`src/rtl/i2c_stf_pkg.sv`:
```
package i2c_stf_pkg;

  localparam int NFLAG    = 4;
  localparam int FL_SB    = 0;
  localparam int FL_ADDR  = 1;
  localparam int FL_BTC   = 2;
  localparam int FL_HDR10 = 3;

  typedef logic [NFLAG-1:0] flag_vec_t;

  // which access completes the clear sequence of each flag
  localparam flag_vec_t DONE_ON_DWR  = 4'b1101;
  localparam flag_vec_t DONE_ON_DRD  = 4'b0100;
  localparam flag_vec_t DONE_ON_S1RD = 4'b0010;
  // flags also wiped by START/STOP events and by disable
  localparam flag_vec_t HWCLR_MASK   = 4'b0100;

  typedef struct packed {
    logic s0_rd;
    logic s1_rd;
    logic d_rd;
    logic d_wr;
  } acc_t;

endpackage

```
`src/rtl/i2c_stf_decode.sv`:
```
module i2c_stf_decode
  import i2c_stf_pkg::*;
#(
  parameter int ADDR_W = 8,
  parameter logic [ADDR_W-1:0] OFS_S0 = 'h14,
  parameter logic [ADDR_W-1:0] OFS_S1 = 'h18,
  parameter logic [ADDR_W-1:0] OFS_D  = 'h10
) (
  input  logic [ADDR_W-1:0] bus_addr,
  input  logic              bus_rd,
  input  logic              bus_wr,
  output acc_t              acc
);

  logic hit_s0, hit_s1, hit_d;

  always_comb begin
    hit_s0    = (bus_addr == OFS_S0);
    hit_s1    = (bus_addr == OFS_S1);
    hit_d     = (bus_addr == OFS_D);
    acc.s0_rd = bus_rd & hit_s0;
    acc.s1_rd = bus_rd & hit_s1;
    acc.d_rd  = bus_rd & hit_d;
    acc.d_wr  = bus_wr & hit_d;
  end

endmodule

```
`src/rtl/i2c_stf_btc_cond.sv`:
```
module i2c_stf_btc_cond (
  input  logic stretch_en,
  input  logic tx_mode,
  input  logic dreg_full,
  input  logic ev_rx_byte,
  input  logic ev_tx_byte,
  output logic set_o
);

  logic rx_stall, tx_stall;

  always_comb begin
    // receive: new byte waits behind an unread data register
    rx_stall = ~tx_mode & ev_rx_byte & dreg_full;
    // transmit: shifter drained but nothing queued
    tx_stall = tx_mode & ev_tx_byte & ~dreg_full;
    set_o    = stretch_en & (rx_stall | tx_stall);
  end

endmodule

```
`src/rtl/i2c_stf_flag_cell.sv`:
```
module i2c_stf_flag_cell #(
  parameter bit CLR_ON_DIS = 1'b0
) (
  input  logic clk,
  input  logic rst_n,
  input  logic set_i,
  input  logic snap_i,
  input  logic done_i,
  input  logic hwclr_i,
  input  logic disable_i,
  output logic flag_o,
  output logic arm_o
);

  logic flag_q, arm_q, flag_d, arm_d;

  always_comb begin
    if (CLR_ON_DIS && disable_i)
      flag_d = 1'b0;
    else
      flag_d = set_i | (flag_q & ~(hwclr_i | (done_i & arm_q)));

    if (disable_i | done_i | hwclr_i)
      arm_d = 1'b0;
    else if (snap_i & flag_q)
      arm_d = 1'b1;
    else
      arm_d = arm_q;
  end

  always_ff @(posedge clk) begin
    if (!rst_n) begin
      flag_q <= 1'b0;
      arm_q  <= 1'b0;
    end else begin
      flag_q <= flag_d;
      arm_q  <= arm_d;
    end
  end

  assign flag_o = flag_q;
  assign arm_o  = arm_q;

endmodule

```
`src/rtl/i2c_stat_flags.sv`:
```
module i2c_stat_flags
  import i2c_stf_pkg::*;
#(
  parameter int ADDR_W = 8,
  parameter int REG_W  = 16,
  parameter int PEC_W  = 8,
  parameter logic [ADDR_W-1:0] OFS_S0 = 'h14,
  parameter logic [ADDR_W-1:0] OFS_S1 = 'h18,
  parameter logic [ADDR_W-1:0] OFS_D  = 'h10
) (
  input  logic              clk,
  input  logic              rst_n,
  input  logic [ADDR_W-1:0] bus_addr,
  input  logic              bus_rd,
  input  logic              bus_wr,
  output logic [REG_W-1:0]  bus_rdata,
  output logic              dat_rd_hook,
  output logic              dat_wr_hook,
  input  logic              periph_en,
  input  logic              stretch_en,
  input  logic              tx_mode,
  input  logic              dreg_full,
  input  logic              ev_start_sent,
  input  logic              ev_stop_sent,
  input  logic              ev_addr_done,
  input  logic              ev_hdr10_sent,
  input  logic              ev_rx_byte,
  input  logic              ev_tx_byte,
  input  logic [PEC_W-1:0]  pec_val
);

  localparam int S1_TX_BIT = 2;

  acc_t      acc;
  logic      btc_set;
  logic      bus_evt;
  flag_vec_t set_vec, done_vec, flag_q, arm_q;

  i2c_stf_decode #(
    .ADDR_W(ADDR_W), .OFS_S0(OFS_S0), .OFS_S1(OFS_S1), .OFS_D(OFS_D)
  ) u_dec (
    .bus_addr(bus_addr), .bus_rd(bus_rd), .bus_wr(bus_wr), .acc(acc)
  );

  i2c_stf_btc_cond u_btc (
    .stretch_en(stretch_en), .tx_mode(tx_mode), .dreg_full(dreg_full),
    .ev_rx_byte(ev_rx_byte), .ev_tx_byte(ev_tx_byte), .set_o(btc_set)
  );

  always_comb begin
    set_vec           = '0;
    set_vec[FL_SB]    = ev_start_sent;
    set_vec[FL_ADDR]  = ev_addr_done;
    set_vec[FL_BTC]   = btc_set;
    set_vec[FL_HDR10] = ev_hdr10_sent;
    bus_evt           = ev_start_sent | ev_stop_sent;
  end

  for (genvar i = 0; i < NFLAG; i++) begin : g_flag
    assign done_vec[i] = (DONE_ON_DWR[i]  & acc.d_wr) |
                         (DONE_ON_DRD[i]  & acc.d_rd) |
                         (DONE_ON_S1RD[i] & acc.s1_rd);

    i2c_stf_flag_cell #(.CLR_ON_DIS(HWCLR_MASK[i])) u_cell (
      .clk(clk), .rst_n(rst_n),
      .set_i(set_vec[i]), .snap_i(acc.s0_rd), .done_i(done_vec[i]),
      .hwclr_i(HWCLR_MASK[i] & bus_evt), .disable_i(~periph_en),
      .flag_o(flag_q[i]), .arm_o(arm_q[i])
    );
  end

  always_comb begin
    bus_rdata = '0;
    if (acc.s0_rd)
      bus_rdata[NFLAG-1:0] = flag_q;
    if (acc.s1_rd) begin
      bus_rdata[REG_W-1 -: PEC_W] = pec_val;
      bus_rdata[S1_TX_BIT]        = tx_mode;
    end
  end

  assign dat_rd_hook = acc.d_rd;
  assign dat_wr_hook = acc.d_wr;

endmodule

```
`config.mk`:
```
export PLATFORM = sky130hd
export DESIGN_NAME = i2c_stat_flags
export DESIGN_NICKNAME = d
export VERILOG_FILES = /design/src/rtl/i2c_stf_pkg.sv /design/src/rtl/i2c_stf_decode.sv /design/src/rtl/i2c_stf_btc_cond.sv /design/src/rtl/i2c_stf_flag_cell.sv /design/src/rtl/i2c_stat_flags.sv
export SDC_FILE = /design/constraint.sdc
export NUM_CORES = 1
export LEC_CHECK = 0
export ABC_CLOCK_PERIOD_IN_PS = 1990
export CORE_MARGIN = 2
export CORE_UTILIZATION = 30
export CTS_BUF_LIST = sky130_fd_sc_hd__clkbuf_8 sky130_fd_sc_hd__clkbuf_16
export DETAILED_ROUTE_END_ITERATION = 12
export DONT_BUFFER_PORTS = 1
export GPL_ROUTABILITY_DRIVEN = 0
export PLACE_DENSITY = 0.54
export SLEW_MARGIN = 10
export SYNTH_ARGS = -nofsm -noshare
export SYNTH_HDL_FRONTEND = slang
export SYNTH_SLANG_ARGS = --single-unit
```
`constraint.sdc`:
```
create_clock -name clk -period 1.99 [get_ports clk]
set_input_delay 0.2985 -clock clk [delete_from_list [all_inputs] [get_ports clk]]
set_output_delay 0.2985 -clock clk [all_outputs]
set_load 0.02 [all_outputs]
```
* Yosys cells after proc, flatten, opt, wreduce, memory -nomap -nowiden *
Index checks and enable logic that the tools add are counted.

storage, ports and cells
  bits of input ports = 30
  output and inout bits = 18
  bits in registers = 8
  logic and storage cells = 59

operators by class
  multiplexer cells = 3
  eq/ne operators = 3
  reductions and logical operators = 4
  bitwise gates (word level) = 41

operators by type and width
  operator            number
  $eq 8x5->1 const B  3
  $and 1x1->1         21
  $or 1x1->1          12
  $mux 8              1
  $not 1->1           8
  $reduce_or 2->1     3
  $mux 4              1
  $reduce_and 2->1    1
  $mux 1              1

* Depth between registers and ports, before layout *
Gate-level depths: netlist of run 1.

  word-level depth = 8
  depth in mapped cells = 5
  gate-level depth less buffers = 4

* Cells and area by module *
From an unflattened synthesis of run 1, not the netlist that was laid out.

unflattened totals
  cells, all modules = 66
  area, all modules = 568.0 um^2

by module, submodules not included
  module                                    seq. area each (um^2)  area an instance (um^2)  times used  cells each
  i2c_stf_flag_cell (g_flag[0].u_cell ...)  40.0                   83.8                     3           8
  i2c_stat_flags                            0.0                    131.4                    1           22
  i2c_stf_flag_cell (g_flag[2].u_cell)      40.0                   88.8                     1           9
  i2c_stf_decode                            0.0                    75.1                     1           8
  i2c_stf_btc_cond                          0.0                    21.3                     1           3

* Worst setup path after synthesis of run 1 *
No wires, ideal clock.

  path kind = input port to flip-flop
  start = in bus_addr[1]
  end = reg g_flag[0].u_cell.arm_q
  data required time = 1.928 ns
  path buffers = 1
  path slack = -0.033 ns
  arrival = 1.961 ns
  setup time = 0.062 ns
  stages = 4
  cells stage by stage = or4b_1 clkbuf_2 nor4_1 o2111a_1

on the way
  cells in the longest elaborated chain, start to end = 4
  elaborated cells on any way between the ends = 7
  those cells by class = eq/ne: 2; bitwise: 4; reduce/logical: 1

RTL lines
  item                       line                     source
  start, declared            i2c_stat_flags.sv:13     input logic [ADDR_W-1:0] bus_addr,
  $eq 8x5->1                 i2c_stf_decode.sv:20     hit_d = (bus_addr == OFS_D);
  $and 1x1->1                i2c_stf_decode.sv:24     acc.d_wr = bus_wr & hit_d;
  $or 1x1->1                 i2c_stf_flag_cell.sv:23  if (disable_i | done_i | hwclr_i)
  $reduce_or 2->1 (no line)  --
  end signal, assigned       i2c_stf_flag_cell.sv:37  arm_q <= arm_d;
  end, declared              i2c_stf_flag_cell.sv:15  logic flag_q, arm_q, flag_d, arm_d;

Several ways; a longest one is shown, not always the timed one.
A chain may end at the register's enable or synchronous reset.

* Worst setup path in the final report of run 1 *
  start = in bus_addr[1]
  end = out dat_wr_hook

on the way
  cells in the longest elaborated chain, start to end = 2

RTL lines
  item           line                  source
  $eq 8x5->1     i2c_stf_decode.sv:20
  $and 1x1->1    i2c_stf_decode.sv:24
  end, declared  i2c_stat_flags.sv:18  output logic dat_wr_hook,

Every way passes these cells.

==> flow_results.xml, run 1 <==
<?xml version="1.0" encoding="UTF-8"?>
<metrics>
  <group name="yosys">
    <metric name="synth_warnings" unit="">0</metric>
    <metric name="netlist.area_leader.share" unit="">0.299</metric>
    <metric name="ys_async_sr_fraction" unit="">0</metric>
    <metric name="synthMostInstantiatedCell" unit="">inv_1</metric>
    <metric name="synth.area.top_cells" unit="">dfxtp_1 30%, and2_1 9.3%, inv_1 6.3%, o2111a_1 6.3%, buf_4 5.6%</metric>
    <metric name="distinct_cells_synth" unit="">26</metric>
    <metric name="synth_common_cells" unit="">9 x inv_1, 8 x and2_1, 8 x dfxtp_1</metric>
    <metric name="synth-seq-area-share" unit="">0.299</metric>
    <metric name="synthDominantAreaCellType" unit="">dfxtp_1</metric>
    <metric name="synth.cell_area" unit="sq um">536</metric>
    <metric name="synth-edff-count" unit="">0</metric>
    <metric name="synth_cells" unit="">68</metric>
    <metric name="ys_ff_latch" unit="">8</metric>
    <metric name="syn_area_per_cell" unit="sq um">7.88</metric>
    <metric name="synth_top_flop_cell" unit="">dfxtp_1</metric>
  </group>
  <group name="min_path">
    <metric name="min_path_type" unit="">input pin to flip-flop</metric>
  </group>
  <group name="floorplan">
    <metric name="die_area" unit="sq mm">0.00214</metric>
    <metric name="io_pins" unit="">48</metric>
    <metric name="dieHeight" unit="um">46.3</metric>
    <metric name="fp.coreArea" unit="sq mm">0.00171</metric>
    <metric name="initial_core_utilization" unit="">0.314</metric>
    <metric name="floorplan.die.width" unit="um">46.3</metric>
    <metric name="total_number_of_placement_rows" unit="">15</metric>
  </group>
  <group name="layout">
    <metric name="post-route-cell-area" unit="sq um">652</metric>
    <metric name="post-route-util" unit="">0.382</metric>
    <metric name="final_layout_size_suffix_gt1_frac" unit="">0.224</metric>
    <metric name="nFillCells" unit="">173</metric>
    <metric name="diodes" unit="">0</metric>
    <metric name="final_net_count" unit="">108</metric>
    <metric name="area_delta_synth_final" unit="%">21.7</metric>
  </group>
  <group name="place">
    <metric name="placement.io_buffers" unit="">0</metric>
    <metric name="post-place-ws" unit="ns">0.00166</metric>
    <metric name="hpwl_after_dpl" unit="um">1130</metric>
    <metric name="dpl_cell_area" unit="sq um">599</metric>
  </group>
  <group name="global_route">
    <metric name="grt_antenna_before_repair" unit="">0</metric>
    <metric name="grt_most_used_layer" unit="">met2</metric>
    <metric name="first_global_vias" unit="">511</metric>
    <metric name="gr-usage-all-layers" unit="">0.135</metric>
    <metric name="gr-total-overflow" unit="">0</metric>
    <metric name="grt.met2_usage" unit="">0.231</metric>
    <metric name="pin_count_of_the_biggest_net_entering_global_routing" unit="">10</metric>
    <metric name="grt_use_met1" unit="">0.143</metric>
    <metric name="grt_pass1_wl" unit="um">1990</metric>
    <metric name="globalRouteMet3Util" unit="">0.0510</metric>
  </group>
  <group name="power_and_ir_drop">
    <metric name="power_per_cell_area" unit="mW/mm^2">594</metric>
    <metric name="finalPower" unit="mW">0.387</metric>
    <metric name="max-vdd-ir-drop" unit="uV">410</metric>
    <metric name="standby_leakage_power" unit="nW">0.280</metric>
  </group>
  <group name="critical_path">
    <metric name="setup.worst_path.class" unit="">input pin to primary output</metric>
    <metric name="critPathRequiredTime" unit="ns">1.69</metric>
    <metric name="worstPathMaxFanout" unit="">6</metric>
    <metric name="critical_path_arrival" unit="ns">1.57</metric>
    <metric name="setup.worst_path.start_class" unit="">input pin</metric>
    <metric name="worstSetupEndpointType" unit="">primary output</metric>
  </group>
  <group name="sta">
    <metric name="achievable-frequency" unit="MHz">536</metric>
    <metric name="setup-violations-final" unit="">0</metric>
    <metric name="min_period" unit="ns">1.87</metric>
    <metric name="grt_setup_unrepaired" unit="">false</metric>
    <metric name="worst_slack" unit="ns">0.123</metric>
    <metric name="timing.setup.tns" unit="ns">0</metric>
    <metric name="final_min_period_over_clock_period" unit="">0.938</metric>
    <metric name="finalHoldViolations" unit="">0</metric>
    <metric name="final-max-slew-violation-count" unit="">0</metric>
    <metric name="clock_skew" unit="ns">0.000128</metric>
  </group>
  <group name="clocking">
    <metric name="worstSkewPairLatency" unit="ns">0.22</metric>
    <metric name="clock_root_buffer" unit="">clkbuf_8</metric>
    <metric name="number_of_clock_sinks" unit="">8</metric>
    <metric name="clock_tree_from_tritoncts" unit="">yes</metric>
    <metric name="cts-root-to-sink-buffers" unit="">2</metric>
    <metric name="clk_pin_slew" unit="ns">0.04</metric>
    <metric name="number_of_buffers_added_by_the_clock_tree_synthesis_step" unit="">3</metric>
    <metric name="cts.hold.buffers_added" unit="">0</metric>
    <metric name="ctsHtreeMaxLevel" unit="">1</metric>
  </group>
  <group name="detailed_routing">
    <metric name="first_pass_iters" unit="">4</metric>
    <metric name="postRouteAntennaNets" unit="">0</metric>
    <metric name="route.final.wire_length" unit="um">1380</metric>
    <metric name="detail_route.wl_per_cell" unit="um">13.7</metric>
    <metric name="initialDrtViolationCount" unit="">7</metric>
    <metric name="vias" unit="">534</metric>
    <metric name="drc" unit="">0</metric>
    <metric name="drt-vias-per-instance" unit="">5.29</metric>
  </group>
  <group name="flow_run">
    <metric name="max_cap_violations" unit="">0</metric>
  </group>
  <group name="status">
    <metric name="result_of_the_run" unit="">finished clean</metric>
  </group>
</metrics>
## routing by layer
layer	part of all wire	up-vias
met5	0	-
met4	0.012	0
met3	0.12	3
met2	0.48	39
met1	0.39	236
li1	-	256
## critical path: stages
cell	delay, ns
or4b_4	0.57
or4_1	0.55
inv_2	0.16
## cells by family (layout without fill, tap and decap cells)
group,Yosys count,count (layout),synth area share
DFF,8,8,0.299
AOI/OAI and AO/OA,14,14,0.210
and+or+nand+nor,30,30,0.348
other,1,4,0.00700
buffers and inverters,15,20,0.135
## cells in the final DEF (no fill, tap or decap), types with 2 or more instances in the layout
master	instances
nand2_1	5
buf_4	8
nor3_1	2
nor4_1	4
o2111a_1	3
inv_1	8
or4_1	2
dfxtp_1	8
and2_2	2
and3_1	2
and2_1	6
a31oi_1	3
conb_1	4
clkbuf_8	3
or3_1	2
o21ai_0	2
## sequential cells by signal, summed over array words and instances, names as in the netlist
register              cells
g_flag.u_cell.flag_o      4
g_flag.u_cell.arm_o       4
## path summary, 6_finish.rpt
check | end | from | cells past startpoint | slack (ns)
max | dat_wr_hook | bus_addr[1] | 3 | 0.12
min | g_flag[1].u_cell.flag_o | rst_n | 1 | 0.19
max reg2reg | g_flag[2].u_cell.flag_o | g_flag[2].u_cell.arm_o | 3 | 0.74
min reg2reg | g_flag[0].u_cell.flag_o | g_flag[0].u_cell.arm_o | 1 | 0.44
## metrics by stage
stage | hold slack (ns) | instances
floorplan | 0.415 | 71
global placement | 0.420 | 98
detailed placement | 0.421 | 98
CTS | 0.190 | 101
global route | 0.195 | 101
finish | 0.192 | 101
## report_power, final
part | total (mW) | internal [mW] | switching [mW]
Combinational | 0.0306 | 0.0126 | 0.0180
Sequential | 0.168 | 0.166 | 0.00169
Clock | 0.189 | 0.131 | 0.0582
## what timing repair did
action                     in CTS  in global routing
setup buffers                   0                  0
resized for setup               1                  4
setup endpoints to repair       1                 10
cloned                          0                  0
## cell type report
type                            instances  area (sq um)  area share
Clock buffer                            3          41.3      0.0633
Inverter                                9          33.8      0.0518
Multi-Input combinational cell         48           325       0.499
Sequential cell                         8           160       0.246
Tap cell                               25          31.3      0.0480
Timing Repair Buffer                    8          60.1      0.0921
No activity file was read; power rests on OpenSTA's default activity.
==> run 2: changes to the inputs <==
Settings changed: SLEW_MARGIN 10 to default, SYNTH_HIERARCHICAL from default to 1.
==> flow_results.xml, run 2 <==
<?xml version="1.0" encoding="UTF-8"?>
<metrics>
  <group name="status">
    <metric name="result_of_the_run" unit="">finished clean</metric>
  </group>
  <group name="clocking">
    <metric name="clk_pin_slew" unit="ns">0.04</metric>
    <metric name="cts.hold.buffers_added" unit="">0</metric>
    <metric name="clock_tree_from_tritoncts" unit="">yes</metric>
    <metric name="cts-root-to-sink-buffers" unit="">2</metric>
    <metric name="worstSkewPairLatency" unit="ns">0.23</metric>
    <metric name="cts_setup_buffers" unit="">0</metric>
    <metric name="cts-resized-gates" unit="">0</metric>
    <metric name="clock_root_buffer" unit="">clkbuf_8</metric>
    <metric name="ctsHtreeMaxLevel" unit="">1</metric>
    <metric name="number_of_buffers_added_by_the_clock_tree_synthesis_step" unit="">3</metric>
    <metric name="number_of_clock_sinks" unit="">8</metric>
  </group>
  <group name="floorplan">
    <metric name="total_number_of_placement_rows" unit="">15</metric>
    <metric name="dieHeight" unit="um">47.5</metric>
    <metric name="io_pins" unit="">48</metric>
    <metric name="fp.coreArea" unit="sq mm">0.00175</metric>
    <metric name="initial_core_utilization" unit="">0.325</metric>
    <metric name="floorplan.die.width" unit="um">47.5</metric>
    <metric name="die_area" unit="sq mm">0.00226</metric>
  </group>
  <group name="critical_path">
    <metric name="r2r_start" unit="">g_flag[1].u_cell/flag_o</metric>
    <metric name="worst_setup_path_startpoint" unit="">bus_addr[5]</metric>
    <metric name="worstPathMaxFanout" unit="">12</metric>
    <metric name="setup.worst_path.start_class" unit="">input pin</metric>
    <metric name="sequence_of_cells_on_the_critical_path" unit="">nor4b_4 -&gt; and4_1 -&gt; nand2_1 -&gt; o21ai_0 -&gt; buf_4</metric>
    <metric name="critPathRequiredTime" unit="ns">1.69</metric>
    <metric name="top_family_by_delay_on_critical_path" unit="">simple AND/OR/NAND/NOR gates</metric>
    <metric name="setup.worst_path.class" unit="">input pin to primary output</metric>
    <metric name="critical_path_arrival" unit="ns">1.33</metric>
    <metric name="worstSetupEndpointType" unit="">primary output</metric>
    <metric name="cell_at_the_slowest_stage_of_the_critical_path" unit="">and4_1</metric>
    <metric name="worstPathBufferInverterCount" unit="">1</metric>
    <metric name="slowest_delay" unit="ns">0.40</metric>
  </group>
  <group name="detailed_routing">
    <metric name="initialDrtViolationCount" unit="">8</metric>
    <metric name="first_pass_iters" unit="">3</metric>
    <metric name="route.final.wire_length" unit="um">1140</metric>
    <metric name="drt-vias-per-instance" unit="">4.85</metric>
    <metric name="drc" unit="">0</metric>
    <metric name="vias" unit="">485</metric>
    <metric name="detail_route.wl_per_cell" unit="um">11.4</metric>
    <metric name="postRouteAntennaNets" unit="">0</metric>
  </group>
  <group name="power_and_ir_drop">
    <metric name="standby_leakage_power" unit="nW">0.267</metric>
    <metric name="power_per_cell_area" unit="mW/mm^2">606</metric>
    <metric name="max-vdd-ir-drop" unit="uV">429</metric>
  </group>
  <group name="min_path">
    <metric name="min_path_type" unit="">input pin to flip-flop</metric>
    <metric name="min-delay-start" unit="">rst_n</metric>
  </group>
  <group name="yosys">
    <metric name="synth.cell_area" unit="sq um">568</metric>
    <metric name="ys_ff_latch" unit="">8</metric>
    <metric name="post_synthesis_simple_gate_area_fraction" unit="">0.491</metric>
    <metric name="syn_area_per_cell" unit="sq um">8.61</metric>
    <metric name="post_synth_fa_ha_maj_area_fraction" unit="">0</metric>
    <metric name="synth_top_flop_cell" unit="">dfxtp_1</metric>
    <metric name="distinct_cells_synth" unit="">22</metric>
    <metric name="synth.area.top_cells" unit="">dfxtp_1 28%, and2_1 12%, nand2b_4 9.7%, buf_4 5.3%, nor4_1 4.4%</metric>
    <metric name="synth_compound_gate_area_share" unit="">0.134</metric>
    <metric name="synth_top_family_by_area" unit="">simple AND/OR/NAND/NOR gates</metric>
    <metric name="synthXorXnorAreaFrac" unit="">0</metric>
    <metric name="synth_cells" unit="">66</metric>
    <metric name="synthMostInstantiatedCell" unit="">and2_1</metric>
    <metric name="fraction_of_synthesized_area_in_multiplexers" unit="">0</metric>
    <metric name="synth_common_cells" unit="">11 x and2_1, 8 x dfxtp_1, 5 x inv_1</metric>
    <metric name="netlist.area_leader.share" unit="">0.282</metric>
    <metric name="ys_async_sr_fraction" unit="">0</metric>
    <metric name="synthDominantAreaCellType" unit="">dfxtp_1</metric>
    <metric name="synth-edff-count" unit="">0</metric>
    <metric name="synth_warnings" unit="">6</metric>
    <metric name="synth-seq-area-share" unit="">0.282</metric>
  </group>
  <group name="layout">
    <metric name="final_common_cell" unit="">and2_1</metric>
    <metric name="final_net_count" unit="">107</metric>
    <metric name="mostFrequentLayoutCells" unit="">11 x and2_1, 10 x conb_1, 8 x dfxtp_1</metric>
    <metric name="diodes" unit="">0</metric>
    <metric name="area_delta_synth_final" unit="%">14.8</metric>
    <metric name="post-route-util" unit="">0.373</metric>
    <metric name="final_layout_size_suffix_gt1_frac" unit="">0.200</metric>
  </group>
  <group name="flow_run">
    <metric name="max_cap_violations" unit="">0</metric>
  </group>
  <group name="global_route">
    <metric name="pin_count_of_the_biggest_net_entering_global_routing" unit="">13</metric>
    <metric name="gr-total-overflow" unit="">0</metric>
    <metric name="gr-usage-all-layers" unit="">0.114</metric>
    <metric name="grt_pass1_wl" unit="um">1680</metric>
    <metric name="grt_antenna_before_repair" unit="">0</metric>
    <metric name="first_global_vias" unit="">421</metric>
  </group>
  <group name="sta">
    <metric name="achievable-frequency" unit="MHz">614</metric>
    <metric name="min_period" unit="ns">1.63</metric>
    <metric name="timing.setup.tns" unit="ns">0</metric>
    <metric name="clock_skew" unit="ns">0.000523</metric>
    <metric name="finalHoldViolations" unit="">0</metric>
    <metric name="setup-violations-final" unit="">0</metric>
    <metric name="final_min_period_over_clock_period" unit="">0.819</metric>
    <metric name="final-max-slew-violation-count" unit="">0</metric>
    <metric name="worst_hold_slack" unit="ns">0.189</metric>
    <metric name="grt_setup_unrepaired" unit="">false</metric>
  </group>
  <group name="place">
    <metric name="placement.io_buffers" unit="">0</metric>
    <metric name="hpwl_after_dpl" unit="um">947</metric>
  </group>
</metrics>
## run 2: cell count changes after synthesis, moves of 3 or more
cell      before  now
nand2b_4       0    4
and2_1         8   11
and3_2         0    3
o2111a_1       3    0
a21oi_1        0    4
inv_1          9    5
a211oi_1       0    3
## run 2: per-layer routing
metal  vias up  GRT usage  wire length, um  share of wire
met5         -          0                0              0
met4         0     0.0833               17          0.015
met3         4     0.0642              111          0.097
met2        27      0.173              567           0.50
met1       214      0.116              446           0.39
li1        240          -                -              -
## run 2: kinds of logic after synthesis
logic type / after synthesis
flops: 8
compound gates: 12
simple gates: 36
other cells: 1
buf+inv: 9
## run 2: layout make-up
class	instances	area (sq um)
clock buffers	3	41.3
fillers	182	1090
inverters	5	18.8
multi-input cells	58	393
flip-flops and latches	8	160
well taps	25	31.3
repair buffers	1	7.51
## run 2: worst paths after layout
kind,cells past startpoint,end,slack [ns]
worst min-delay path,1,g_flag[0].u_cell/flag_o,0.19
worst max-delay path,5,bus_rdata[2],0.36
worst max register to register,3,g_flag[1].u_cell/flag_o,1.16
worst min register to register,2,g_flag[0].u_cell/arm_o,0.51
## run 2: power by group
| group | total, mW | switching (mW) | internal [mW] |
|---|---|---|---|
| clock | 0.195 | 0.0635 | 0.131 |
| combinational | 0.0322 | 0.0171 | 0.0150 |
| sequential | 0.168 | 0.00286 | 0.166 |
## run 2: worst reg2reg max path, stage by stage, from the launching register on
cell and delay [ns]:
dfxtp_1 0.34, inv_1 0.05, a211oi_1 0.26, o21a_1 0.14
## run 2: metrics by stage
step / setup WS [ns] / total power, mW / area, sq um / cells
final: 0.361 / 0.395 / 652 / 100
after global routing: 0.275 / 0.413 / 652 / 100
after CTS: 0.360 / 0.399 / 652 / 100
after detailed placement: 0.362 / 0.203 / 611 / 97
after global placement: 0.400 / 0.203 / 611 / 97
after floorplan: 0.317 / 0.206 / 602 / 75
==> run 3: changes to the inputs <==
Settings changed: ABC_CLOCK_PERIOD_IN_PS 1990 to 1500.
Clock period 1.99 ns to 1.5 ns, I/O delays scaled along.
==> flow_results.xml, run 3 (synthesis results as in run 2) <==
<?xml version="1.0" encoding="UTF-8"?>
<metrics>
  <group name="critical_path">
    <metric name="setup.worst_path.class" unit="">input pin to primary output</metric>
    <metric name="reg2regPathDepth" unit="">3</metric>
    <metric name="worst_setup_path_startpoint" unit="">bus_addr[5]</metric>
    <metric name="critPathRequiredTime" unit="ns">1.27</metric>
    <metric name="critical_path_arrival" unit="ns">1.18</metric>
    <metric name="r2r_start" unit="">g_flag[0].u_cell/flag_o</metric>
    <metric name="setup.worst_path.start_class" unit="">input pin</metric>
    <metric name="worstSetupEndpointType" unit="">primary output</metric>
    <metric name="worstPathMaxFanout" unit="">8</metric>
  </group>
  <group name="sta">
    <metric name="achievable-frequency" unit="MHz">712</metric>
    <metric name="worst_hold_slack" unit="ns">0.121</metric>
    <metric name="setup-violations-final" unit="">0</metric>
    <metric name="final-max-slew-violation-count" unit="">0</metric>
    <metric name="final_min_period_over_clock_period" unit="">0.936</metric>
    <metric name="clock_skew" unit="ns">0.00354</metric>
    <metric name="timing.setup.tns" unit="ns">0</metric>
    <metric name="grt_setup_unrepaired" unit="">false</metric>
    <metric name="min_period" unit="ns">1.40</metric>
    <metric name="finalHoldViolations" unit="">0</metric>
  </group>
  <group name="place">
    <metric name="hpwl_after_dpl" unit="um">949</metric>
    <metric name="dpl_cell_area" unit="sq um">626</metric>
    <metric name="placement.io_buffers" unit="">0</metric>
    <metric name="placed_cells_incl_taps" unit="">99</metric>
  </group>
  <group name="power_and_ir_drop">
    <metric name="finalPower" unit="mW">0.520</metric>
    <metric name="power_per_cell_area" unit="mW/mm^2">777</metric>
    <metric name="standby_leakage_power" unit="nW">0.279</metric>
    <metric name="max-vdd-ir-drop" unit="uV">451</metric>
  </group>
  <group name="layout">
    <metric name="area_delta_synth_final" unit="%">17.8</metric>
    <metric name="fin_cells" unit="">102</metric>
    <metric name="final_common_cell" unit="">and2_1</metric>
    <metric name="nFillCells" unit="">172</metric>
    <metric name="area.sequential" unit="sq um">160</metric>
    <metric name="diodes" unit="">0</metric>
    <metric name="mostFrequentLayoutCells" unit="">11 x and2_1, 10 x conb_1, 8 x dfxtp_1</metric>
    <metric name="final_net_count" unit="">109</metric>
    <metric name="final_layout_size_suffix_gt1_frac" unit="">0.234</metric>
    <metric name="total_area_of_multi_input_combinational_cells" unit="sq um">395</metric>
    <metric name="post-route-cell-area" unit="sq um">669</metric>
  </group>
  <group name="floorplan">
    <metric name="floorplan.die.width" unit="um">47.5</metric>
    <metric name="dieHeight" unit="um">47.5</metric>
    <metric name="total_number_of_placement_rows" unit="">15</metric>
    <metric name="initial_core_utilization" unit="">0.325</metric>
    <metric name="fp.coreArea" unit="sq mm">0.00175</metric>
    <metric name="die_area" unit="sq mm">0.00226</metric>
    <metric name="io_pins" unit="">48</metric>
  </group>
  <group name="clocking">
    <metric name="number_of_clock_sinks" unit="">8</metric>
    <metric name="cts-root-to-sink-buffers" unit="">2</metric>
    <metric name="worstSkewPairLatency" unit="ns">0.22</metric>
    <metric name="clock_tree_from_tritoncts" unit="">yes</metric>
    <metric name="number_of_buffers_added_by_the_clock_tree_synthesis_step" unit="">3</metric>
    <metric name="cts.hold.buffers_added" unit="">0</metric>
    <metric name="ctsHtreeMaxLevel" unit="">1</metric>
    <metric name="clock_root_buffer" unit="">clkbuf_8</metric>
    <metric name="clk_pin_slew" unit="ns">0.04</metric>
  </group>
  <group name="min_path">
    <metric name="min-delay-start" unit="">rst_n</metric>
    <metric name="holdPathStages" unit="">1</metric>
    <metric name="min_path_type" unit="">input pin to flip-flop</metric>
  </group>
  <group name="detailed_routing">
    <metric name="postRouteAntennaNets" unit="">0</metric>
    <metric name="initialDrtViolationCount" unit="">7</metric>
    <metric name="drt-vias-per-instance" unit="">4.61</metric>
    <metric name="first_pass_iters" unit="">2</metric>
    <metric name="drc" unit="">0</metric>
    <metric name="vias" unit="">470</metric>
    <metric name="detail_route.wl_per_cell" unit="um">11.1</metric>
    <metric name="route.final.wire_length" unit="um">1140</metric>
  </group>
  <group name="global_route">
    <metric name="globalRouteMet3Util" unit="">0.0566</metric>
    <metric name="gr-usage-all-layers" unit="">0.101</metric>
    <metric name="grt_use_met1" unit="">0.124</metric>
    <metric name="pin_count_of_the_biggest_net_entering_global_routing" unit="">13</metric>
    <metric name="first_global_vias" unit="">385</metric>
    <metric name="gr-total-overflow" unit="">0</metric>
    <metric name="grt_pass1_wl" unit="um">1500</metric>
    <metric name="grt.met2_usage" unit="">0.149</metric>
    <metric name="grt_most_used_layer" unit="">met2</metric>
    <metric name="grt_antenna_before_repair" unit="">0</metric>
  </group>
  <group name="flow_run">
    <metric name="max_cap_violations" unit="">0</metric>
  </group>
  <group name="status">
    <metric name="result_of_the_run" unit="">finished clean</metric>
  </group>
</metrics>
-- run 3: cell count changes in the layout (fill, tap and decap cells not counted), sizes merged --
cell  delta
buf      +2
-- run 3: path summary, 6_finish.rpt --
kind | endpoint | slack [ns]
setup reg to reg | g_flag[0].u_cell/flag_o | 0.71
setup / recovery | bus_rdata[2] | 0.1
hold / removal | g_flag[0].u_cell/flag_o | 0.12
hold reg to reg | g_flag[0].u_cell/arm_o | 0.51
-- run 3: area by class of cell --
cell class,instances,share of cell area
Timing Repair Buffer,3,0.0336
Sequential cell,8,0.239
Inverter,5,0.0280
Tap cell,25,0.0467
Multi-Input combinational cell,58,0.591
Clock buffer,3,0.0617
-- run 3: what timing repair did --
action                     4_1_cts  5_1_grt
gates resized for setup          1        1
buffers inserted                 0        0
pin swaps                        0        0
setup endpoints to repair        4        1
-- run 3: critical path, stage by stage --
cell	delay (ns)
nor4b_4	0.30
and3_2	0.32
nand2_1	0.07
o21ai_1	0.11
buf_4	0.15
-- run 3: through the flow --
stage	utilization	setup WS [ns]
3_5_place_dp	0.358	-0.0210
2_1_floorplan	-	0.124
4_1_cts	0.383	0.0612
5_1_grt	0.384	0.0186
3_3_place_gp	0.358	0.0303
6_report	0.384	0.0959
-- run 3: routing by layer --
| layer | up-vias | wire [um] |
|---|---|---|
| met5 | - | 0 |
| met4 | 0 | 0 |
| met3 | 0 | 80 |
| li1 | 243 | - |
| met1 | 203 | 517 |
| met2 | 24 | 540 |
-- run 3: report_power, final --
| group | switching [mW] | leakage [nW] | internal, mW | total, mW |
|---|---|---|---|---|
| clock | 0.0800 | 0.0216 | 0.173 | 0.253 |
| sequential | 0.00380 | 0.0654 | 0.220 | 0.223 |
| combinational | 0.0228 | 0.192 | 0.0201 | 0.0429 |
